$ cat src/rtl/ddrws_pkg.sv
package ddrws_pkg;

  // Role of one core cycle on the pin side
  typedef enum logic [1:0] {
    KIND_IDLE = 2'd0,
    KIND_PRE  = 2'd1,
    KIND_DATA = 2'd2,
    KIND_POST = 2'd3
  } slotKind_e;

  // Per-half-cycle strobes from control to datapath
  typedef struct packed {
    logic capture;    // core edge: sample core inputs
    logic firstHalf;  // this edge launches the first beat
    logic oe;         // pin enable for the coming half-cycle
    logic strobeLvl;  // strobe level for the coming half-cycle
    logic passData;   // beat may carry a valid word
  } laneCtl_t;

endpackage

$ cat src/rtl/ddrws_ctrl.sv
module ddrws_ctrl
  import ddrws_pkg::*;
(
  input  logic     clk2x,
  input  logic     rst_n,
  input  logic     burstOn,
  output logic     coreSlot,
  output laneCtl_t ctl
);

  logic      phase;
  logic      onNow;
  logic      onPrev;
  slotKind_e kindQ;
  slotKind_e kindNext;

  assign coreSlot = ~phase;

  always_comb begin
    unique case ({onNow, onPrev})
      2'b10:   kindNext = KIND_PRE;
      2'b11:   kindNext = KIND_DATA;
      2'b01:   kindNext = KIND_POST;
      default: kindNext = KIND_IDLE;
    endcase
  end

  always_ff @(posedge clk2x) begin
    if (!rst_n) begin
      phase  <= 1'b0;
      onNow  <= 1'b0;
      onPrev <= 1'b0;
      kindQ  <= KIND_IDLE;
    end else begin
      phase <= ~phase;
      if (!phase) begin
        onNow  <= burstOn;
        onPrev <= onNow;
        kindQ  <= kindNext;
      end
    end
  end

  always_comb begin
    ctl.capture   = ~phase;
    ctl.firstHalf = ~phase;
    if (!phase) begin
      ctl.oe        = (kindNext != KIND_IDLE);
      ctl.strobeLvl = (kindNext == KIND_DATA);
      ctl.passData  = (kindNext == KIND_DATA);
    end else begin
      ctl.oe        = (kindQ == KIND_PRE) || (kindQ == KIND_DATA);
      ctl.strobeLvl = 1'b0;
      ctl.passData  = (kindQ == KIND_DATA);
    end
  end

endmodule

$ cat src/rtl/ddrws_path.sv
module ddrws_path
  import ddrws_pkg::*;
#(
  parameter int BEAT_W = 16
) (
  input  logic                  clk2x,
  input  logic                  rst_n,
  input  laneCtl_t              ctl,
  input  logic                  wordValid,
  input  logic [2*BEAT_W-1:0]   wordData,
  input  logic [BEAT_W/4-1:0]   wordMask,
  output logic [BEAT_W-1:0]     padDq,
  output logic [BEAT_W/8-1:0]   padDm,
  output logic                  padDqs,
  output logic                  padOe
);

  localparam int MASK_W = BEAT_W / 8;

  logic                validA;
  logic [2*BEAT_W-1:0] dataA;
  logic [2*MASK_W-1:0] maskA;
  logic                validHi;
  logic [BEAT_W-1:0]   dataHi;
  logic [MASK_W-1:0]   maskHi;

  logic                beatValid;
  logic [BEAT_W-1:0]   beatData;
  logic [MASK_W-1:0]   beatMask;
  logic                carry;

  always_comb begin
    beatValid = ctl.firstHalf ? validA               : validHi;
    beatData  = ctl.firstHalf ? dataA[BEAT_W-1:0]    : dataHi;
    beatMask  = ctl.firstHalf ? maskA[MASK_W-1:0]    : maskHi;
    carry     = ctl.passData && beatValid;
  end

  always_ff @(posedge clk2x) begin
    if (!rst_n) begin
      validA  <= 1'b0;
      dataA   <= '0;
      maskA   <= '1;
      validHi <= 1'b0;
      dataHi  <= '0;
      maskHi  <= '1;
      padDq   <= '0;
      padDm   <= '1;
      padDqs  <= 1'b0;
      padOe   <= 1'b0;
    end else begin
      if (ctl.capture) begin
        validA <= wordValid;
        dataA  <= wordData;
        maskA  <= wordMask;
      end
      if (ctl.firstHalf) begin
        validHi <= validA;
        dataHi  <= dataA[2*BEAT_W-1:BEAT_W];
        maskHi  <= maskA[2*MASK_W-1:MASK_W];
      end
      padOe  <= ctl.oe;
      padDqs <= ctl.strobeLvl;
      padDq  <= carry ? beatData : '0;
      padDm  <= carry ? beatMask : '1;
    end
  end

endmodule

$ cat src/rtl/ddr_wr_serializer.sv
module ddr_wr_serializer
  import ddrws_pkg::*;
#(
  parameter int BEAT_W = 16
) (
  input  logic                  clk2x,
  input  logic                  rst_n,
  input  logic                  burstOn,
  input  logic                  wordValid,
  input  logic [2*BEAT_W-1:0]   wordData,
  input  logic [BEAT_W/4-1:0]   wordMask,
  output logic                  coreSlot,
  output logic [BEAT_W-1:0]     padDq,
  output logic [BEAT_W/8-1:0]   padDm,
  output logic                  padDqs,
  output logic                  padOe
);

  laneCtl_t laneCtl;

  ddrws_ctrl u_ctrl (
    .clk2x    (clk2x),
    .rst_n    (rst_n),
    .burstOn  (burstOn),
    .coreSlot (coreSlot),
    .ctl      (laneCtl)
  );

  ddrws_path #(.BEAT_W(BEAT_W)) u_path (
    .clk2x     (clk2x),
    .rst_n     (rst_n),
    .ctl       (laneCtl),
    .wordValid (wordValid),
    .wordData  (wordData),
    .wordMask  (wordMask),
    .padDq     (padDq),
    .padDm     (padDm),
    .padDqs    (padDqs),
    .padOe     (padOe)
  );

endmodule

$ cat config.mk
export PLATFORM = sky130hd
export DESIGN_NAME = ddr_wr_serializer
export DESIGN_NICKNAME = d
export VERILOG_FILES = /design/src/rtl/ddrws_pkg.sv /design/src/rtl/ddrws_ctrl.sv /design/src/rtl/ddrws_path.sv /design/src/rtl/ddr_wr_serializer.sv
export SDC_FILE = /design/constraint.sdc
export NUM_CORES = 1
export LEC_CHECK = 0
export BUFFER_PORTS_ARGS = -buffer_cell sky130_fd_sc_hd__buf_4
export CORE_MARGIN = 1.5
export CORE_UTILIZATION = 46
export CTS_CLUSTER_SIZE = 16
export DETAILED_ROUTE_END_ITERATION = 10
export GPL_ROUTABILITY_DRIVEN = 0
export GPL_TIMING_DRIVEN = 0
export PLACE_DENSITY = 0.72
export SYNTH_ARGS = -nofsm -noshare
export SYNTH_HDL_FRONTEND = slang
export SYNTH_SLANG_ARGS = --single-unit
$ cat constraint.sdc
create_clock -name clk2x -period 3.94 [get_ports clk2x]
set_clock_uncertainty 0.15 [all_clocks]
set_input_delay 0.197 -clock clk2x [delete_from_list [all_inputs] [get_ports clk2x]]
set_output_delay 0.197 -clock clk2x [all_outputs]
set_load 0.02 [all_outputs]
==> impl_metrics.json, run 1 <==
{
  "status": "finished clean",
  "syn-num-nets": 314,
  "period_minus_slack_ns": 1.64,
  "clockBufferDepth": 2,
  "synthTopCellsByCount": "dfxtp_1 (81), mux2i_1 (73), nor2_1 (55)",
  "tritoncts": "done",
  "yosys-top-cells-area": "dfxtp_1 (55%), mux2i_1 (25%), nor2_1 (7.0%), nor2b_1 (3.6%), ha_1 (2.1%)",
  "dp.cells": 406,
  "vias_per_cell": 4.70,
  "final_nets": 423,
  "p_per_area_nw_per_um2": 408,
  "routed_wirelength_um": 6320,
  "start_util": 0.472,
  "setup_ws_ns": 2.30,
  "cp_max_fo": 10,
  "fin_cells": 460,
  "ys_types": 19,
  "track_usage": 0.196,
  "total_power_mw": 1.67,
  "htreeDepth": 3,
  "fillers": 519,
  "synth_ff_type": "dfxtp_1",
  "row_count": 29,
  "startpoint_type": "register",
  "relSlewSlack": 0.631,
  "grt_pass1_wl_um": 10500,
  "hp-class": "in -> reg",
  "peakVddDrop_mv": 0.227,
  "yosys.cell_count.top_type": "dfxtp_1",
  "fp.dieH_um": 83.3,
  "grt_pass1_vias": 2200,
  "port_buffers": 60,
  "ys_ff_latch": 81,
  "p_leak_nw": 1.78,
  "drc": 0,
  "fin_hold_ws_ns": 0.0484,
  "final.setup.tns_ns": 0,
  "io_pins": 61,
  "ys_warn_count": 0,
  "dr.pass1.iters": 4,
  "core_area_um2": 6280,
  "die_w_um": 83.3,
  "dp_slack_ns": 2.29,
  "syn2layout_area_growth_pct": 37.9,
  "synthAdderAreaFrac": 0.0211,
  "hold_viol_final": 0,
  "wl_per_cell_um": 13.7,
  "drive_gt1_frac": 0.232,
  "dieArea_um2": 6940,
  "holdBufCountCts": 38,
  "fin_area_um2": 4090,
  "end_kind": "register",
  "fmax_mhz": 608,
  "synthesis.area_um2": 2970,
  "crit_type": "reg -> reg",
  "grt_max_degree": 14,
  "cts_resized": 0,
  "placed_area_um2": 3510,
  "finalSetupViolations": 0,
  "synth-simple-area-share": 0.122,
  "yosysSeqAreaShare": 0.547,
  "via_count": 2163,
  "r2r_cells": 6,
  "synthDominantCellAreaShare": 0.547,
  "synth.largest_area_cell": "dfxtp_1",
  "postCtsSetupBuffers": 0,
  "clk_pin_slew_ns": 0.07,
  "diodes": 0,
  "critical_path_arrival_ns": 1.73,
  "synth_compound_area_frac": 0.0270,
  "dp_hpwl_um": 4030,
  "rrSetupSlack_ns": 2.30,
  "synth_edf_count": 0,
  "worst_pin_slew_ns": 0.554,
  "clk_latency_ns": 0.34,
  "synth_top_family_by_area": "multiplexers",
  "cts_root_buf": "clkbuf_8",
  "synthMuxAreaShare": 0.246,
  "cts_sinks": 81,
  "rsz0062_at_grt": "false",
  "fin_util": 0.651,
  "worstPathRequired_ns": 4.03,
  "slew_violations": 0,
  "syn_area_per_cell_um2": 11.0,
  "synth_cells": 269,
  "max-cap-violations": 0,
  "synth-async-reset-ratio": 0,
  "grt.overflow.total": 0,
  "worstHoldPathCells": 3,
  "fin_crit_sh": 0.417,
  "tritoncts.num_buffers": 9,
  "synth_xor_area_frac": 0,
  "antenna_found_initial": 0,
  "antenna_left": 0,
  "drtIter0Drc": 69
}
[per-layer routing]
layer | global-route usage | vias to the layer above | routed length (µm)
li1 | - | 1112 | -
met1 | 0.244 | 990 | 2860
met2 | 0.323 | 47 | 3100
met3 | 0.0358 | 14 | 193
met4 | 0.106 | 0 | 164
met5 | 0 | - | 0
[cell type report]
type	instances	area, µm²	area share
Clock inverter	5	55.1	0.0135
Tap cell	77	96.3	0.0236
Buffer	16	90.1	0.0220
Inverter	5	18.8	0.00459
Clock buffer	11	141	0.0346
Multi-Input combinational cell	167	1230	0.302
Timing Repair Buffer	98	831	0.203
Sequential cell	81	1620	0.397
[flip-flops by register name, indices dropped and copies added (netlist names)]
name / count
u_path.dataA: 32
u_path.dataHi: 16
u_path.padDq: 16
u_path.maskA: 4
u_ctrl.kindQ: 2
u_path.maskHi: 2
u_path.padDm: 2
u_ctrl.onNow: 1
u_ctrl.onPrev: 1
u_ctrl.phase: 1
u_path.padDqs: 1
u_path.padOe: 1
u_path.validA: 1
u_path.validHi: 1
[logic make-up after synthesis]
kind of cell	count (synthesis)
mux	73
flops	81
fa+ha+maj	5
buf+inv	21
compound gates	8
simple gates	81
[power breakdown]
| part | internal [mW] | switching (mW) |
|---|---|---|
| clock network | 0.308 | 0.285 |
| logic | 0.113 | 0.0868 |
| registers | 0.858 | 0.0204 |
| total | 1.28 | 0.392 |
[critical path, cell delays in order (launching register included)]
cell and delay [ns]:
dfxtp_1 0.33, inv_1 0.05, ha_1 0.18, and4_4 0.18
a41oi_4 0.38, buf_6 0.21, nor2_1 0.05
[path summary, 6_finish.rpt]
check | from | to
min reg2reg | u_path.maskA[3] | u_path.maskHi[1]
max reg2reg | u_ctrl.kindQ[0] | u_path.padDq[11]
max | u_ctrl.kindQ[0] | u_path.padDq[11]
min | rst_n | u_ctrl.phase
[cell usage in the layout, fill, tap and decap left out]
master,count
dfxtp_1,81
and2_1,3
clkinvlp_4,2
a211oi_1,1
inv_1,3
o21ai_0,1
a211o_1,4
nand2_1,5
clkbuf_1,7
a21oi_1,1
nor2_1,55
buf_2,6
clkbuf_8,10
and4_4,1
dlygate4sd3_1,38
nor2b_1,17
mux2i_1,73
bufinv_16,1
a41oi_4,1
buf_6,2
buf_4,62
clkinv_2,2
ha_1,5
inv_2,2
Power figures use the tool's default switching activity.
==> run 2: changes to the inputs <==
==> constraint.sdc (replaced) <==
create_clock -name clk2x -period 1.6 [get_ports clk2x]
set_clock_uncertainty 0.15 [all_clocks]
set_input_delay 0.08 -clock clk2x [delete_from_list [all_inputs] [get_ports clk2x]]
set_output_delay 0.08 -clock clk2x [all_outputs]
set_load 0.02 [all_outputs]
==> impl_metrics.json, run 2 (synthesis results as in run 1) <==
{
  "crit_chain": "ha_1 > a41oi_4 > buf_4 > a211o_1",
  "clockBufferDepth": 2,
  "drtIter0Drc": 63,
  "row_count": 29,
  "fp.dieH_um": 83.3,
  "critPathTopFamily": "compound AO/OA/AOI/OAI gates",
  "io_pins": 61,
  "mostFrequentLayoutCell": "dfxtp_1",
  "cts_sinks": 81,
  "startpoint_type": "register",
  "setup_ws_ns": 0.112,
  "final.setup.tns_ns": 0,
  "via_count": 2169,
  "routed_wirelength_um": 6370,
  "drive_gt1_frac": 0.236,
  "fin_cells": 463,
  "dp_hpwl_um": 4030,
  "end_kind": "register",
  "dr.pass1.iters": 4,
  "cp_max_fo": 4,
  "critical_path.startpoint": "u_ctrl.onPrev",
  "final_nets": 426,
  "slowest_stage": "dfxtp_1",
  "hp-class": "reg -> reg",
  "grt.overflow.total": 0,
  "dp.cells": 406,
  "tritoncts.num_buffers": 9,
  "max-cap-violations": 0,
  "crit_type": "reg -> reg",
  "hold_path_startpoint": "u_path.maskA[3]",
  "p_comb_frac": 0.120,
  "p_leak_nw": 1.80,
  "clk_latency_ns": 0.35,
  "antenna_found_initial": 0,
  "peakVddDrop_mv": 0.561,
  "htreeDepth": 3,
  "max_stage_delay_ns": 0.37,
  "tritoncts": "done",
  "cts_resized": 0,
  "clkPwrFrac": 0.356,
  "largest_reg_flops": 32,
  "rr_startpoint": "u_ctrl.onPrev",
  "dieArea_um2": 6940,
  "grt_pass1_wl_um": 10600,
  "start_util": 0.472,
  "cp_num_buf_inv": 1,
  "diodes": 0,
  "drc": 0,
  "clk_pin_slew_ns": 0.08,
  "power.switching_uw": 976,
  "syn2layout_area_growth_pct": 38.7,
  "relSlewSlack": 0.620,
  "grt_pass1_vias": 2218,
  "track_usage": 0.198,
  "worst_pin_slew_ns": 0.570,
  "cts_root_buf": "clkbuf_8",
  "fmax_mhz": 672,
  "netSwitchingFraction": 0.237,
  "fin_crit_sh": 0.930,
  "hold_viol_final": 0,
  "fin_util": 0.655,
  "pwr-share-seq": 0.524,
  "worstPathRequired_ns": 1.69,
  "dp_slack_ns": -0.0525,
  "placed_area_um2": 3510,
  "die_w_um": 83.3,
  "status": "finished clean",
  "total_power_mw": 4.13,
  "fin_hold_ws_ns": 0.321,
  "reg_top3": "u_path.dataA (32), u_path.dataHi (16), u_path.padDq (16)",
  "port_buffers": 60,
  "antenna_left": 0,
  "rsz0062_at_grt": "false",
  "layout_common_cells": "dfxtp_1 (81), mux2i_1 (73), buf_4 (64)",
  "vias_per_cell": 4.68,
  "fin_area_um2": 4110,
  "p_int_mw": 3.15,
  "finalSetupViolations": 0,
  "p_per_area_nw_per_um2": 1000,
  "period_minus_slack_ns": 1.49,
  "grt_max_degree": 14,
  "slew_violations": 0,
  "core_area_um2": 6280,
  "critical_path_arrival_ns": 1.58,
  "wl_per_cell_um": 13.8,
  "largest_register": "u_path.dataA"
}
run 2: changes by cell type in the layout (fill, tap and decap cells not counted), sizes merged:
cell	before	now
buf	70	72
dlygate4sd3	38	39
run 2: cell type report:
type | instances | area, µm²
plain buffers | 16 | 90.1
flip-flops and latches | 81 | 1620
fillers | 517 | 2160
clock buffers | 11 | 141
clock inverters | 5 | 55.1
inverters | 5 | 18.8
multi-input cells | 167 | 1230
well taps | 77 | 96.3
repair buffers | 101 | 856
run 2: power groups by stage:
stage	combinational, mW	sequential [mW]	clock (mW)
final	0.495	2.16	1.47
after global routing	0.540	2.17	1.60
after CTS	0.496	2.16	1.51
after detailed placement	0.418	2.21	0
after global placement	0.408	2.20	0
after floorplan	0.275	2.20	0
run 2: final timing paths:
kind | endpoint | slack [ns] | cells after the start
setup / recovery | u_path.padDm[1] | 0.11 | 4
hold / removal | u_path.maskHi[1] | 0.32 | 1
setup reg to reg | u_path.padDm[1] | 0.11 | 4
hold reg to reg | u_path.maskHi[1] | 0.32 | 1
run 2: metal layers:
layer  track usage  up-vias  wire length [µm]
met5             0        -                 0
met4         0.112        0               200
met3        0.0358       17               183
met2         0.325       42              3060
met1         0.244      993              2920
li1              -     1117                 -
run 2: what timing repair did:
action | in CTS | in global routing
setup endpoints to repair | 10 | 0
hold buffers | 39 | 0
endpoints found under the hold margin | 41 | 0
setup buffers | 2 | 0
==> run 3: changes to the inputs <==
--- a/config.mk
+++ b/config.mk
@@ -12,7 +12,8 @@
 export DETAILED_ROUTE_END_ITERATION = 10
 export GPL_ROUTABILITY_DRIVEN = 0
 export GPL_TIMING_DRIVEN = 0
-export PLACE_DENSITY = 0.72
+export PLACE_DENSITY = 0.71
 export SYNTH_ARGS = -nofsm -noshare
 export SYNTH_HDL_FRONTEND = slang
+export SYNTH_HIERARCHICAL = 1
 export SYNTH_SLANG_ARGS = --single-unit
==> impl_metrics.json, run 3 <==
{
  "status": "finished clean",
  "diodes": 0,
  "htreeDepth": 3,
  "antenna_left": 0,
  "crit_type": "reg -> reg",
  "start_util": 0.475,
  "relSlewSlack": 0.669,
  "drc": 0,
  "r2r_cells": 6,
  "worst_pin_slew_ns": 0.496,
  "syn_area_per_cell_um2": 11.6,
  "placed_area_um2": 3770,
  "die_w_um": 86.5,
  "dp_hpwl_um": 4230,
  "wl_per_cell_um": 14.0,
  "synth_edf_count": 0,
  "ys_warn_count": 6,
  "reg_top3": "u_path/dataA (32), u_path/dataHi (16), u_path/padDq (16)",
  "synth.largest_area_cell": "dfxtp_1",
  "grt_max_degree": 16,
  "clockBufferDepth": 2,
  "tritoncts": "done",
  "via_count": 2218,
  "ys_ff_latch": 81,
  "track_usage": 0.189,
  "grt_pass1_wl_um": 10400,
  "hold_viol_final": 0,
  "regArea_um2": 1630,
  "reg2reg_to": "u_path/validHi",
  "fp.dieH_um": 86.5,
  "clk_pin_slew_ns": 0.08,
  "startpoint_type": "register",
  "syn2layout_area_growth_pct": 39.0,
  "cts_root_buf": "clkbuf_8",
  "tritoncts.num_buffers": 9,
  "multiInputGateArea_um2": 1420,
  "rsz0062_at_grt": "false",
  "synth_ff_type": "dfxtp_1",
  "worstPathRequired_ns": 1.70,
  "grt_pass1_vias": 2172,
  "critical_path.startpoint": "u_ctrl/phase",
  "antenna_found_initial": 0,
  "end_kind": "register",
  "ys_types": 23,
  "rrSetupSlack_ns": 0.06,
  "syn-num-nets": 321,
  "cts_sinks": 81,
  "port_buffers": 60,
  "fillers": 521,
  "slew_violations": 0,
  "io_pins": 61,
  "rr_startpoint": "u_ctrl/phase",
  "vias_per_cell": 4.66,
  "fin_hold_ws_ns": 0.314,
  "dieArea_um2": 7480,
  "crit_path_end": "u_path/validHi",
  "finalSetupViolations": 0,
  "dr.pass1.iters": 4,
  "fin_area_um2": 4460,
  "fmax_mhz": 648,
  "period_minus_slack_ns": 1.54,
  "routed_wirelength_um": 6660,
  "synthDominantCellAreaShare": 0.506,
  "largest_register": "u_path/dataA",
  "layout_common_cells": "dfxtp_1 (78), mux2i_1 (77), buf_4 (66)",
  "p_per_area_nw_per_um2": 956,
  "yosys.cell_count.top_type": "dfxtp_1",
  "final_nets": 436,
  "synthTopCellsByCount": "dfxtp_1 (81), mux2i_1 (77), nor2b_1 (53)",
  "critical_path_arrival_ns": 1.64,
  "p_leak_nw": 2.10,
  "hp-class": "reg -> reg",
  "drtIter0Drc": 63,
  "mostFrequentLayoutCell": "dfxtp_1",
  "max-cap-violations": 0,
  "grt.overflow.total": 0,
  "clk_latency_ns": 0.35,
  "yosys-top-cells-area": "dfxtp_1 (51%), mux2i_1 (24%), nor2b_1 (10%), buf_6 (2.1%), ha_1 (2.0%)",
  "core_area_um2": 6760,
  "fin_crit_sh": 0.965,
  "synth_cells": 276,
  "drive_gt1_frac": 0.273,
  "synth-async-reset-ratio": 0,
  "cp_max_fo": 10,
  "largest_reg_flops": 32,
  "row_count": 30,
  "yosysSeqAreaShare": 0.506,
  "peakVddDrop_mv": 0.447,
  "synthesis.area_um2": 3210
}
run 3: cell count changes after synthesis, sizes merged, moves of 2 or more:
cell / delta
nor3: +16
nand2: +3
nand3: +2
nor2b: +37
a211o: -4
mux2i: +5
nor2: -54
buf: +4
run 3: metal layers:
layer  vias up  global-route usage  wire length, µm  part of all wire
met5         -                   0                0                 0
met1      1021               0.234             3110              0.47
met4         0               0.103              110             0.017
met3        10              0.0314              163             0.024
li1       1150                   -                -                 -
met2        37               0.315             3280              0.49
run 3: worst min-delay path by stage:
stage,start,to,slack [ns],depth (start not counted)
after floorplan,wordMask[0],u_path/maskA[0],0.06,2
after global placement,wordMask[1],u_path/maskA[1],0.15,3
after detailed placement,wordMask[0],u_path/maskA[0],0.15,3
after CTS,u_ctrl/kindQ[1],u_ctrl/kindQ[1],0.32,2
after global routing,u_ctrl/kindQ[1],u_ctrl/kindQ[1],0.34,2
final,u_ctrl/kindQ[1],u_ctrl/kindQ[1],0.31,2
run 3: worst max-delay path, stage by stage (launching register included):
cell and delay [ns]:
dfxtp_2 0.34, buf_8 0.12, clkinvlp_4 0.10, buf_6 0.14, buf_12 0.15, mux2_4 0.31, and2_1 0.13
run 3: kinds of logic after synthesis:
family | synth area share
DFF | 0.506
adders and majority gates | 0.0195
AOI/OAI and AO/OA | 0.00624
buffers and inverters | 0.0597
and+or+nand+nor | 0.160
muxes | 0.249
run 3: timing repair:
| action | 4_1_cts | 5_1_grt |
|---|---|---|
| buffers inserted | 0 | 5 |
| hold buffers | 40 | 0 |
| resized for setup | 5 | 5 |
| setup endpoints to repair | 23 | 46 |
| pin swaps | 0 | 0 |
| endpoints found under the hold margin | 42 | 0 |
run 3: per-stage QoR:
step / utilization / setup WS, ns / TNS (ns) / power [mW] / std cells
2_1_floorplan: - / 0.00633 / 0 / 2.54 / 276
3_3_place_gp: 0.559 / -0.218 / -1.84 / 2.69 / 416
3_5_place_dp: 0.559 / -0.238 / -2.02 / 2.70 / 416
4_1_cts: 0.651 / -0.00954 / -0.0446 / 4.28 / 472
5_1_grt: 0.660 / 0.00618 / 0 / 4.45 / 476
6_report: 0.660 / 0.0561 / 0 / 4.26 / 476
run 3: area by class of cell:
class | instances | area share
Buffer | 18 | 0.0438
Clock buffer | 9 | 0.0278
Clock inverter | 7 | 0.0174
Inverter | 4 | 0.00421
Multi-Input combinational cell | 172 | 0.318
Sequential cell | 81 | 0.365
Tap cell | 80 | 0.0225
Timing Repair Buffer | 105 | 0.202
run 3: power breakdown:
group | internal, mW | switching [mW] | total [mW]
Clock | 0.737 | 0.769 | 1.51
Sequential | 2.11 | 0.0504 | 2.16
Combinational | 0.355 | 0.238 | 0.593
Total | 3.20 | 1.06 | 4.26
